===== src/rtl/sync_hs_pkg.sv =====
package sync_hs_pkg;
  localparam int HALF_W   = 16;
  localparam int NIB_W    = 4;
  localparam int BIT_EN   = 14;
  localparam int BIT_SEND = 13;
  localparam int OUT_LO   = 8;
  localparam int IN_LO    = 0;

  function automatic logic [HALF_W-1:0] pack_view(input logic en,
                                                  input logic [NIB_W-1:0] own_nib,
                                                  input logic [NIB_W-1:0] peer_nib);
    logic [HALF_W-1:0] v;
    v = '0;
    v[BIT_EN] = en;
    v[OUT_LO +: NIB_W] = own_nib;
    v[IN_LO +: NIB_W] = peer_nib;
    return v;
  endfunction
endpackage


===== src/rtl/sync_hs_decode.sv =====
module sync_hs_decode #(
  parameter int ADDR_W    = 4,
  parameter int SYNC_ADDR = 2
) (
  input  logic [ADDR_W-1:0] addr,
  input  logic              wr8,
  input  logic              wr16,
  input  logic              wr32,
  input  logic [31:0]       wdata,
  input  logic [15:0]       cur,
  output logic              hit,
  output logic [15:0]       hdata
);
  localparam logic [ADDR_W-1:0] SYNC_A = ADDR_W'(SYNC_ADDR);

  always_comb begin
    hit   = 1'b0;
    hdata = '0;
    if (wr32) begin
      if (addr[ADDR_W-1:2] == SYNC_A[ADDR_W-1:2]) begin
        hit   = 1'b1;
        hdata = SYNC_A[1] ? wdata[31:16] : wdata[15:0];
      end
    end else if (wr16) begin
      if (addr[ADDR_W-1:1] == SYNC_A[ADDR_W-1:1]) begin
        hit   = 1'b1;
        hdata = wdata[15:0];
      end
    end else if (wr8) begin
      if (addr[ADDR_W-1:1] == SYNC_A[ADDR_W-1:1]) begin
        hit   = 1'b1;
        hdata = addr[0] ? {wdata[7:0], cur[7:0]} : {cur[15:8], wdata[7:0]};
      end
    end
  end
endmodule


===== src/rtl/sync_hs_rdport.sv =====
module sync_hs_rdport #(
  parameter int ADDR_W      = 4,
  parameter int SPACE_BYTES = 4,
  parameter int SYNC_ADDR   = 2
) (
  input  logic              clk,
  input  logic              rst,
  input  logic [ADDR_W-1:0] addr,
  input  logic [15:0]       view,
  output logic [15:0]       rdata
);
  localparam logic [ADDR_W-1:0] SYNC_A  = ADDR_W'(SYNC_ADDR);
  localparam logic [ADDR_W:0]   SPACE_A = (ADDR_W+1)'(SPACE_BYTES);

  logic in_range, sel;
  assign in_range = {1'b0, addr} < SPACE_A;
  assign sel      = in_range && (addr[ADDR_W-1:1] == SYNC_A[ADDR_W-1:1]);

  always_ff @(posedge clk) begin
    if (rst) rdata <= '0;
    else     rdata <= sel ? view : '0;
  end
endmodule


===== src/rtl/sync_hs_top.sv =====
module sync_hs_top #(
  parameter int ADDR_W      = 4,
  parameter int SPACE_BYTES = 4,
  parameter int SYNC_ADDR   = 2
) (
  input  logic              clk,
  input  logic              rst,
  input  logic [ADDR_W-1:0] a_addr,
  input  logic              a_wr8,
  input  logic              a_wr16,
  input  logic              a_wr32,
  input  logic [31:0]       a_wdata,
  output logic [15:0]       a_rdata,
  output logic              a_irq,
  input  logic [ADDR_W-1:0] b_addr,
  input  logic              b_wr8,
  input  logic              b_wr16,
  input  logic              b_wr32,
  input  logic [31:0]       b_wdata,
  output logic [15:0]       b_rdata,
  output logic              b_irq
);
  import sync_hs_pkg::*;

  localparam int SIDES = 2;

  logic [SIDES-1:0][ADDR_W-1:0] addr_s;
  logic [SIDES-1:0]             wr8_s, wr16_s, wr32_s;
  logic [SIDES-1:0][31:0]       wdata_s;
  logic [SIDES-1:0][15:0]       rdata_s;
  logic [SIDES-1:0][15:0]       view;
  logic [SIDES-1:0]             wr_hit;
  logic [SIDES-1:0][15:0]       wr_data;

  logic [SIDES-1:0][NIB_W-1:0]  out_q;
  logic [SIDES-1:0]             en_q;
  logic [SIDES-1:0]             irq_q;

  assign addr_s  = {b_addr, a_addr};
  assign wr8_s   = {b_wr8, a_wr8};
  assign wr16_s  = {b_wr16, a_wr16};
  assign wr32_s  = {b_wr32, a_wr32};
  assign wdata_s = {b_wdata, a_wdata};

  generate
    for (genvar s = 0; s < SIDES; s++) begin : g_side
      assign view[s] = pack_view(en_q[s], out_q[s], out_q[SIDES-1-s]);

      sync_hs_decode #(.ADDR_W(ADDR_W), .SYNC_ADDR(SYNC_ADDR)) dec_i (
        .addr (addr_s[s]),
        .wr8  (wr8_s[s]),
        .wr16 (wr16_s[s]),
        .wr32 (wr32_s[s]),
        .wdata(wdata_s[s]),
        .cur  (view[s]),
        .hit  (wr_hit[s]),
        .hdata(wr_data[s])
      );

      sync_hs_rdport #(.ADDR_W(ADDR_W), .SPACE_BYTES(SPACE_BYTES),
                       .SYNC_ADDR(SYNC_ADDR)) rd_i (
        .clk  (clk),
        .rst  (rst),
        .addr (addr_s[s]),
        .view (view[s]),
        .rdata(rdata_s[s])
      );
    end
  endgenerate

  always_ff @(posedge clk) begin
    if (rst) begin
      out_q <= '0;
      en_q  <= '0;
      irq_q <= '0;
    end else begin
      for (int s = 0; s < SIDES; s++) begin
        irq_q[SIDES-1-s] <= wr_hit[s] & wr_data[s][BIT_SEND] & en_q[SIDES-1-s];
        if (wr_hit[s]) begin
          out_q[s] <= wr_data[s][OUT_LO +: NIB_W];
          en_q[s]  <= wr_data[s][BIT_EN];
        end
      end
    end
  end

  assign a_rdata = rdata_s[0];
  assign b_rdata = rdata_s[1];
  assign a_irq   = irq_q[0];
  assign b_irq   = irq_q[1];
endmodule


===== config.mk =====
export PLATFORM = sky130hd
export DESIGN_NAME = sync_hs_top
export DESIGN_NICKNAME = d
export VERILOG_FILES = /design/src/rtl/sync_hs_pkg.sv /design/src/rtl/sync_hs_decode.sv /design/src/rtl/sync_hs_rdport.sv /design/src/rtl/sync_hs_top.sv
export SDC_FILE = /design/constraint.sdc
export NUM_CORES = 1
export LEC_CHECK = 0
export BUFFER_PORTS_ARGS = -buffer_cell sky130_fd_sc_hd__buf_2
export CAP_MARGIN = 25
export CORE_MARGIN = 10
export CORE_UTILIZATION = 25
export CTS_BUF_LIST = sky130_fd_sc_hd__clkbuf_4 sky130_fd_sc_hd__clkbuf_8
export DETAILED_ROUTE_END_ITERATION = 12
export PLACE_DENSITY = 0.6
export SLEW_MARGIN = 20
export SYNTH_ARGS = -nofsm -noshare
export SYNTH_HDL_FRONTEND = slang
export SYNTH_SLANG_ARGS = --single-unit

===== constraint.sdc =====
create_clock -name clk -period 1.5 [get_ports clk]
set_clock_uncertainty 0.15 [all_clocks]
set_input_delay 0.225 -clock clk [delete_from_list [all_inputs] [get_ports clk]]
set_output_delay 0.225 -clock clk [all_outputs]
set_load 0.05 [all_outputs]

==> results of run 1 <==
[power by group]
| part | switching (mW) | total [mW] | internal, mW |
|---|---|---|---|
| sequential | 0.00765 | 0.816 | 0.809 |
| clock | 0.292 | 1.00 | 0.708 |
| combinational | 0.164 | 0.257 | 0.0928 |
[cell type report]
class | count | share of cell area
multi-input combinational | 92 | 0.332
inverter | 2 | 0.00405
timing repair buffer | 77 | 0.216
clock buffer | 6 | 0.0446
sequential | 30 | 0.324
tap | 70 | 0.0473
clock inverter | 2 | 0.0324
[per-layer routing]
layer	global-route usage	vias up	share of wire	routed length, um
met3	0.0448	4	0.097	378
met2	0.142	59	0.45	1760
met1	0.102	507	0.44	1710
met4	0.0386	0	0.014	55
met5	0	-	0	0
li1	-	614	-	-
[path summary, 6_finish.rpt]
| path | startpoint | end | slack (ns) | cells after the start |
|---|---|---|---|---|
| hold reg to reg | out_q[1]$_SDFFE_PP0P_ | g_side[0].rd_i.rdata[9]$_SDFF_PP0_ | 0.33 | 1 |
| setup / recovery | g_side[1].rd_i.rdata[14]$_SDFF_PP0_ | b_rdata[14] | 0.26 | 1 |
| hold / removal | a_wdata[13] | irq_q[1]$_SDFF_PP0_ | 0.06 | 3 |
| setup reg to reg | en_q[0]$_SDFFE_PP0P_ | en_q[0]$_SDFFE_PP0P_ | 0.69 | 2 |
[Yosys cell counts (2+ instances only)]
cell type	number	share of area
a21oi_1	6	0.023
a221o_1	5	0.038
a221oi_1	2	0.013
a22oi_1	5	0.029
a32o_1	5	0.038
and2_1	9	0.043
and3_1	15	0.072
buf_4	15	0.086
clkbuf_1	4	0.011
dfxtp_1	30	0.46
inv_1	2	0.0057
nand2_1	2	0.0057
nand2b_1	6	0.029
nor2_1	2	0.0057
nor3_1	2	0.0077
o22ai_1	5	0.024
[state kept, by name (all words and copies together), names as in the netlist]
signal / count
irq_q: 2
out_q: 8
g_side.rd_i.rdata: 18
en_q: 2
[cell families (layout without fill, tap and decap cells)]
family	Yosys count	count (layout)	share of synthesized area
other	1	14	0.00287
and+or+nand+nor	45	45	0.229
AOI/OAI and AO/OA	33	33	0.201
buffers and inverters	22	87	0.107
DFF	30	30	0.460
==> flow_metrics.py, run 1 <==
metrics = {
    "outcome": {
        "status": "completed",
    },
    "critical_path": {
        "critPathSlowestCell": "dfxtp_1",
        "max_stage_delay_ns": 0.32,
        "crit_type": "reg -> out",
        "crit_family": "flip-flops",
        "end_kind": "primary output",
        "crit_chain": "buf_2",
        "path_max_fanout": 1,
        "arrival_ns": 0.86,
        "worst-path-buf-inv": 1,
        "cp.required_ns": 1.12,
        "start_kind": "register",
    },
    "grt": {
        "grt_pass1_vias": 1324,
        "grt_max_degree": 14,
        "antenna_found_initial": 0,
        "grt_pass1_wl_mm": 6.22,
        "track_usage": 0.0907,
        "gr-total-overflow": 0,
    },
    "place": {
        "post-place-ws_ns": -0.0275,
        "dp_cells": 271,
        "routabilityCongestion": 0.771,
        "io_buffers": 71,
        "placed_area_um2": 1710,
        "dp_hpwl_mm": 3.24,
    },
    "detailed_routing": {
        "drc_errors": 0,
        "wl_per_cell_um": 14.0,
        "dr.pass1.iters": 4,
        "avgViaCountPerCell": 4.24,
        "drtIter0Drc": 36,
        "routed_wl_mm": 3.90,
        "ant_nets": 0,
        "vias": 1184,
    },
    "synth": {
        "syn_inst": 131,
        "synthDistinctLibCells": 32,
        "ys_ff_latch": 30,
        "async_flop_share": 0,
        "synth_area_per_cell_um2": 9.97,
        "ys_seq_area_frac": 0.460,
        "syn_area_um2": 1310,
        "synth_flop_cell": "dfxtp_1",
        "ys_warn_count": 0,
        "synth-edff-count": 0,
    },
    "clocking": {
        "clk_latency_ns": 0.28,
        "htree_levels": 2,
        "clkTransAtPathRegs_ns": 0.07,
        "cts_setup_buffers": 0,
        "cts_made_buffers": 5,
        "clock-sinks": 30,
        "clock_path_buffers": 2,
        "holdBufCountCts": 0,
        "root_buffer": "clkbuf_8",
        "post_cts_resized": 0,
        "cts_tree": "done",
    },
    "cells_and_area": {
        "instances_no_fill": 279,
        "layout_common_cells": "71 x buf_2, 30 x dfxtp_1, 15 x and3_1",
        "final-seq-area_um2": 601,
        "fill_cells": 558,
        "multi_input_area_um2": 614,
        "syn2layout_area_growth_pct": 41.9,
        "post-route-util": 0.365,
        "n_antenna_cell": 0,
        "nets": 288,
        "design_area_um2": 1850,
        "final_common_cell": "buf_2",
        "final_layout_size_suffix_gt1_frac": 0.440,
    },
    "floorplan": {
        "core_um2": 5070,
        "ios": 114,
        "start_util": 0.257,
        "die_y_um": 92.3,
        "fp.dieArea_um2": 8520,
        "die_w_um": 92.3,
        "fp-row-count": 26,
    },
    "sta": {
        "period_minus_slack_ns": 1.24,
        "slew_headroom": 0.620,
        "period_share": 0.824,
        "hold_violations": 0,
        "tns_ns": 0,
        "worstMarginPinSlew_ns": 0.566,
        "post-route-worst-setup-slack_ns": 0.264,
        "hold_ws_ns": 0.0617,
        "slew_violations": 0,
        "setup_viol": 0,
        "clock.fmax_mhz": 809,
        "rsz0062_at_grt": "no",
    },
    "pwr": {
        "p_leak_nw": 0.931,
        "p_total_mw": 2.07,
        "irDropWorstVdd_mv": 0.369,
        "powerDensity_nw_per_um2": 1120,
    },
    "flow_run": {
        "drv_cap": 0,
    },
    "worst_hold_path": {
        "hold_class": "in -> reg",
    },
}
Note: power is estimated with default switching activity, not from simulation.
==> run 2: changes to the inputs <==
- ABC_AREA: default -> 1
- PLACE_DENSITY: 0.6 -> 0.59
- clock period: 1.5 -> 1.1 ns (I/O delays scaled with it)
==> flow_metrics.py, run 2 <==
metrics = {
    "clocking": {
        "htree_levels": 2,
        "cts_made_buffers": 5,
        "root_buffer": "clkbuf_8",
        "clk_latency_ns": 0.27,
        "clkTransAtPathRegs_ns": 0.06,
        "clock_path_buffers": 2,
        "clock-sinks": 30,
        "cts_tree": "done",
    },
    "worst_hold_path": {
        "min_to": "en_q[1]$_SDFFE_PP0P_",
        "hold_depth": 4,
        "worstHoldStart": "rst",
        "hold_class": "in -> reg",
    },
    "critical_path": {
        "crit_family": "flip-flops",
        "worst-path-buf-inv": 1,
        "max_stage_delay_ns": 0.35,
        "reg2reg_depth": 4,
        "start_kind": "register",
        "critPathSlowestCell": "dfxtp_1",
        "end_kind": "primary output",
        "r2r_start": "en_q[1]$_SDFFE_PP0P_",
        "timing.rr.end": "irq_q[1]$_SDFF_PP0_",
        "cp.required_ns": 0.78,
        "path_max_fanout": 1,
        "ff2ff_setup_slack_ns": 0.13,
        "crit_chain": "buf_6",
        "crit_type": "reg -> out",
        "arrival_ns": 0.79,
    },
    "synth": {
        "synth_flop_cell": "dfxtp_1",
        "synth_top_area_cell": "dfxtp_1",
        "ys_seq_area_frac": 0.388,
        "synthDistinctLibCells": 20,
        "synth-edff-count": 0,
        "ys_warn_count": 0,
        "ys_ff_latch": 30,
        "yosysMostFrequentCell": "nand2_1",
        "synth_top_area_share": 0.388,
        "synth_common_cells": "46 x nand2_1, 30 x dfxtp_1, 30 x nor2_1",
        "async_flop_share": 0,
        "synth_area_leaders": "dfxtp_1 39%, nand2_1 11%, nand3_1 7.8%",
        "syn_area_um2": 1550,
        "syn_inst": 222,
        "synth_area_per_cell_um2": 6.97,
    },
    "grt": {
        "grt_pass1_vias": 1768,
        "grt_max_degree": 10,
        "track_usage": 0.0919,
        "gr-total-overflow": 0,
        "grt_pass1_wl_mm": 7.68,
        "antenna_found_initial": 0,
    },
    "sta": {
        "post-route-worst-setup-slack_ns": -0.00209,
        "rsz0062_at_grt": "yes",
        "tns_ns": -0.00209,
        "clock.fmax_mhz": 907,
        "slew_violations": 0,
        "period_share": 1.00,
        "period_minus_slack_ns": 1.10,
        "setup_viol": 1,
        "hold_ws_ns": 0.0198,
        "hold_violations": 0,
    },
    "detailed_routing": {
        "vias": 1612,
        "ant_nets": 0,
        "drc_errors": 0,
        "avgViaCountPerCell": 4.13,
        "drtIter0Drc": 47,
        "wl_per_cell_um": 11.6,
        "routed_wl_mm": 4.52,
        "dr.pass1.iters": 4,
    },
    "place": {
        "routabilityCongestion": 0.765,
        "io_buffers": 71,
        "placed_area_um2": 2050,
        "dp_cells": 381,
        "dp_hpwl_mm": 3.84,
    },
    "cells_and_area": {
        "instances_no_fill": 390,
        "largest_register_ffs": 18,
        "layout_common_cells": "51 x buf_2, 46 x nand2_1, 30 x nor2_1",
        "final_common_cell": "buf_2",
        "fill_cells": 649,
        "nets": 394,
        "n_antenna_cell": 0,
        "syn2layout_area_growth_pct": 49.5,
        "design_area_um2": 2310,
        "largest_register": "g_side.rd_i.rdata",
        "reg_top3": "g_side.rd_i.rdata x18, out_q x8",
        "final_layout_size_suffix_gt1_frac": 0.406,
    },
    "floorplan": {
        "fp-row-count": 28,
        "fp.dieArea_um2": 9740,
        "die_w_um": 98.7,
        "start_util": 0.260,
        "die_y_um": 98.7,
        "ios": 114,
        "core_um2": 5960,
    },
    "pwr": {
        "p_total_mw": 2.53,
        "p_leak_nw": 1.11,
        "irDropWorstVdd_mv": 0.597,
        "powerDensity_nw_per_um2": 1090,
    },
    "outcome": {
        "status": "finished with violations",
        "violations": "negative setup slack",
    },
    "flow_run": {
        "drv_cap": 0,
    },
}
-- run 2: layer usage --
| metal | GRT usage | share of wire | vias to the layer above |
|---|---|---|---|
| met4 | 0.0298 | 0.0080 | 0 |
| met5 | 0 | 0 | - |
| met2 | 0.157 | 0.49 | 53 |
| li1 | - | - | 866 |
| met3 | 0.0370 | 0.079 | 2 |
| met1 | 0.102 | 0.43 | 691 |
-- run 2: metrics by stage --
stage	setup slack, ns	util
global route	-0.0139	0.388
floorplan	0.00172	-
detailed placement	-0.224	0.345
CTS	0.00113	0.374
finish	-0.00209	0.388
global placement	-0.193	0.345
-- run 2: repair_timing --
action	4_1_cts	5_1_grt
resized for setup	27	28
hold buffers	1	0
endpoints found under the setup margin	20	25
gates cloned	0	0
setup buffers	0	0
endpoints found under the hold margin	1	0
-- run 2: kinds of logic after synthesis --
| kind of cell | after synthesis | share of synthesized area |
|---|---|---|
| other cells | 1 | 0.00242 |
| simple gates | 129 | 0.405 |
| buf+inv | 44 | 0.146 |
| compound gates | 18 | 0.0590 |
| flops | 30 | 0.388 |
-- run 2: layout make-up --
class | count | area [um2] | area share
Multi-Input combinational cell | 161 | 788 | 0.341
Timing Repair Buffer | 90 | 626 | 0.270
Inverter | 26 | 97.6 | 0.0422
Sequential cell | 30 | 613 | 0.265
Tap cell | 75 | 93.8 | 0.0406
Clock buffer | 7 | 90.1 | 0.0389
Clock inverter | 1 | 5.00 | 0.00216
-- run 2: tightest hold or removal path, stage by stage --
cell and delay [ns]:
buf_2 0.09, nor2_1 0.05, nand2_1 0.06, nand2_1 0.04
-- run 2: worst max path at each step --
stage,startpoint,end,slack (ns),cells after the start
floorplan,a_wr16,en_q[0]$_SDFFE_PP0P_,0.002,8
global placement,b_addr[2],out_q[5]$_SDFFE_PP0P_,-0.19,8
detailed placement,b_addr[2],out_q[5]$_SDFFE_PP0P_,-0.22,8
CTS,g_side[0].rd_i.rdata[14]$_SDFF_PP0_,a_rdata[14],0.001,1
global route,g_side[1].rd_i.rdata[3]$_SDFF_PP0_,b_rdata[3],-0.01,1
finish,g_side[1].rd_i.rdata[3]$_SDFF_PP0_,b_rdata[3],-0.002,1
-- run 2: report_power, final --
part           internal [mW]  total (mW)  leakage, nW  switching, mW
logic                  0.180       0.505        0.813          0.325
registers               1.11        1.12        0.248        0.00813
clock network          0.528       0.904       0.0517          0.376
total                   1.82        2.53         1.11          0.710
==> run 3: changes to the inputs <==
- CORE_UTILIZATION: 25 -> 45
- PLACE_DENSITY: 0.59 -> 0.91
- clock period: 1.1 -> 1.3 ns (I/O delays scaled with it)
==> flow_metrics.py, run 3 (synthesis gave the netlist of run 2 again) <==
metrics = {
    "pwr": {
        "p_total_mw": 1.93,
        "irDropWorstVdd_mv": 0.330,
        "p_clk_frac": 0.304,
        "power.internal_mw": 1.33,
        "power.switching_uw": 597,
        "swShare": 0.310,
        "comb_power_share": 0.205,
        "powerDensity_nw_per_um2": 946,
        "power_frac_seq": 0.491,
        "p_leak_nw": 1.03,
    },
    "grt": {
        "grt_max_degree": 11,
        "grt_pass1_wl_mm": 6.58,
        "gr-total-overflow": 0,
        "antenna_found_initial": 0,
        "track_usage": 0.127,
        "grt_pass1_vias": 1596,
    },
    "place": {
        "post-place-ws_ns": -0.0323,
        "dp_hpwl_mm": 3.41,
        "routabilityCongestion": 0.833,
        "io_buffers": 71,
    },
    "clocking": {
        "cts_made_buffers": 5,
        "cts_tree": "done",
        "cts_setup_buffers": 0,
        "clock-sinks": 30,
        "clk_latency_ns": 0.33,
        "clock_path_buffers": 2,
        "htree_levels": 2,
        "clkTransAtPathRegs_ns": 0.09,
        "root_buffer": "clkbuf_4",
    },
    "critical_path": {
        "worst-path-buf-inv": 1,
        "reg2reg_depth": 4,
        "crit_chain": "buf_2",
        "ff2ff_setup_slack_ns": 0.33,
        "start_kind": "register",
        "cp.required_ns": 0.95,
        "timing.rr.end": "irq_q[1]$_SDFF_PP0_",
        "path_max_fanout": 1,
        "end_kind": "primary output",
        "critPathSlowestCell": "dfxtp_1",
        "crit_type": "reg -> out",
        "arrival_ns": 0.90,
        "r2r_start": "en_q[1]$_SDFFE_PP0P_",
        "max_stage_delay_ns": 0.31,
        "crit_family": "flip-flops",
    },
    "cells_and_area": {
        "layout_common_cells": "67 x buf_2, 46 x nand2_1, 30 x nor2_1, 30 x dfxtp_1, 24 x nand3_1",
        "syn2layout_area_growth_pct": 31.5,
        "reg_top3": "g_side.rd_i.rdata x18, out_q x8",
        "nets": 385,
        "largest_register": "g_side.rd_i.rdata",
        "largest_register_ffs": 18,
        "n_antenna_cell": 0,
        "final_layout_size_suffix_gt1_frac": 0.350,
        "final_common_cell": "buf_2",
    },
    "detailed_routing": {
        "wl_met2_mm": 1.86,
        "drc_errors": 0,
        "top_layer": "met4",
        "avgViaCountPerCell": 4.60,
        "drtIter0Drc": 91,
        "drt-met1-wl_mm": 1.70,
        "routed_wl_mm": 4.03,
        "dr.pass1.iters": 4,
        "vias": 1619,
        "wl_met3_um": 421,
        "wl_per_cell_um": 11.5,
        "ant_nets": 0,
    },
    "sta": {
        "post-route-worst-setup-slack_ns": 0.0531,
        "slew_violations": 0,
        "hold_violations": 0,
        "period_share": 0.959,
        "clock.fmax_mhz": 802,
        "rsz0062_at_grt": "no",
        "period_minus_slack_ns": 1.25,
        "setup_viol": 0,
    },
    "floorplan": {
        "die_w_um": 78.6,
        "ios": 114,
        "start_util": 0.464,
        "core_um2": 3340,
        "die_y_um": 78.6,
        "fp-row-count": 21,
        "fp.dieArea_um2": 6190,
    },
    "worst_hold_path": {
        "min_to": "irq_q[0]$_SDFF_PP0_",
        "hold_class": "in -> reg",
        "worstHoldStart": "b_wdata[13]",
        "hold_depth": 5,
    },
    "outcome": {
        "status": "completed",
    },
    "flow_run": {
        "drv_cap": 0,
    },
}
-- run 3: changes by cell type in the layout (fill, tap and decap cells not counted), sizes merged --
cell,before,now
clkbuf,7,10
dlygate4sd3,1,2
buf,89,75
clkinvlp,0,1
-- run 3: layout make-up --
| type | instances | area (um2) |
|---|---|---|
| clock buffers | 6 | 51.3 |
| clock inverters | 2 | 12.5 |
| fillers | 313 | 1300 |
| inverters | 26 | 97.6 |
| multi-input cells | 161 | 771 |
| flip-flops and latches | 30 | 601 |
| well taps | 46 | 57.6 |
| repair buffers | 81 | 445 |
-- run 3: worst min-delay path: cells and delay by family --
| kind | cells | cell delay [ns] |
|---|---|---|
| AO/OA/AOI/OAI | 1 | 0.03 |
| AND/OR/NAND/NOR | 3 | 0.16 |
| buffers and inverters | 1 | 0.07 |
-- run 3: layer usage --
layer | GRT usage | vias to the layer above
li1 | - | 846
met1 | 0.136 | 695
met2 | 0.211 | 72
met3 | 0.0649 | 6
met4 | 0.0502 | 0
met5 | 0 | -
-- run 3: what timing repair did --
item	CTS	global route
endpoints found under the hold margin	2	0
hold buffers	2	0
endpoints found under the setup margin	0	4
gates resized for setup	0	4
-- run 3: power groups by stage --
| stage | registers [mW] | logic, mW | clock network [mW] |
|---|---|---|---|
| 6_report | 0.945 | 0.395 | 0.586 |
| 5_1_grt | 0.947 | 0.438 | 0.646 |
| 4_1_cts | 0.945 | 0.394 | 0.600 |
| 3_5_place_dp | 0.967 | 0.388 | 0 |
| 3_3_place_gp | 0.966 | 0.381 | 0 |
| 2_1_floorplan | 0.978 | 0.272 | 0 |
-- run 3: worst max path at each step --
stage                             to                                start  cells after the start
2_1_floorplan   en_q[0]$_SDFFE_PP0P_                            a_addr[1]                      8
3_3_place_gp   out_q[6]$_SDFFE_PP0P_                            b_addr[2]                      9
3_5_place_dp   out_q[7]$_SDFFE_PP0P_                            b_addr[2]                      8
4_1_cts                  b_rdata[14]  g_side[1].rd_i.rdata[14]$_SDFF_PP0_                      1
5_1_grt                  b_rdata[11]  g_side[1].rd_i.rdata[11]$_SDFF_PP0_                      1
6_report                       a_irq                  irq_q[0]$_SDFF_PP0_                      1
-- run 3: stage by stage --
step | area [um2] | instances | hold WS (ns) | util | TNS (ns)
2_1_floorplan | 1600 | 235 | 0.185 | - | 0
3_3_place_gp | 1940 | 342 | 0.278 | 0.582 | 0
3_5_place_dp | 1940 | 342 | 0.276 | 0.582 | -0.0646
4_1_cts | 2030 | 352 | 0.00269 | 0.607 | 0
5_1_grt | 2040 | 352 | 0.0207 | 0.610 | 0
6_report | 2040 | 352 | 0.0101 | 0.610 | 0
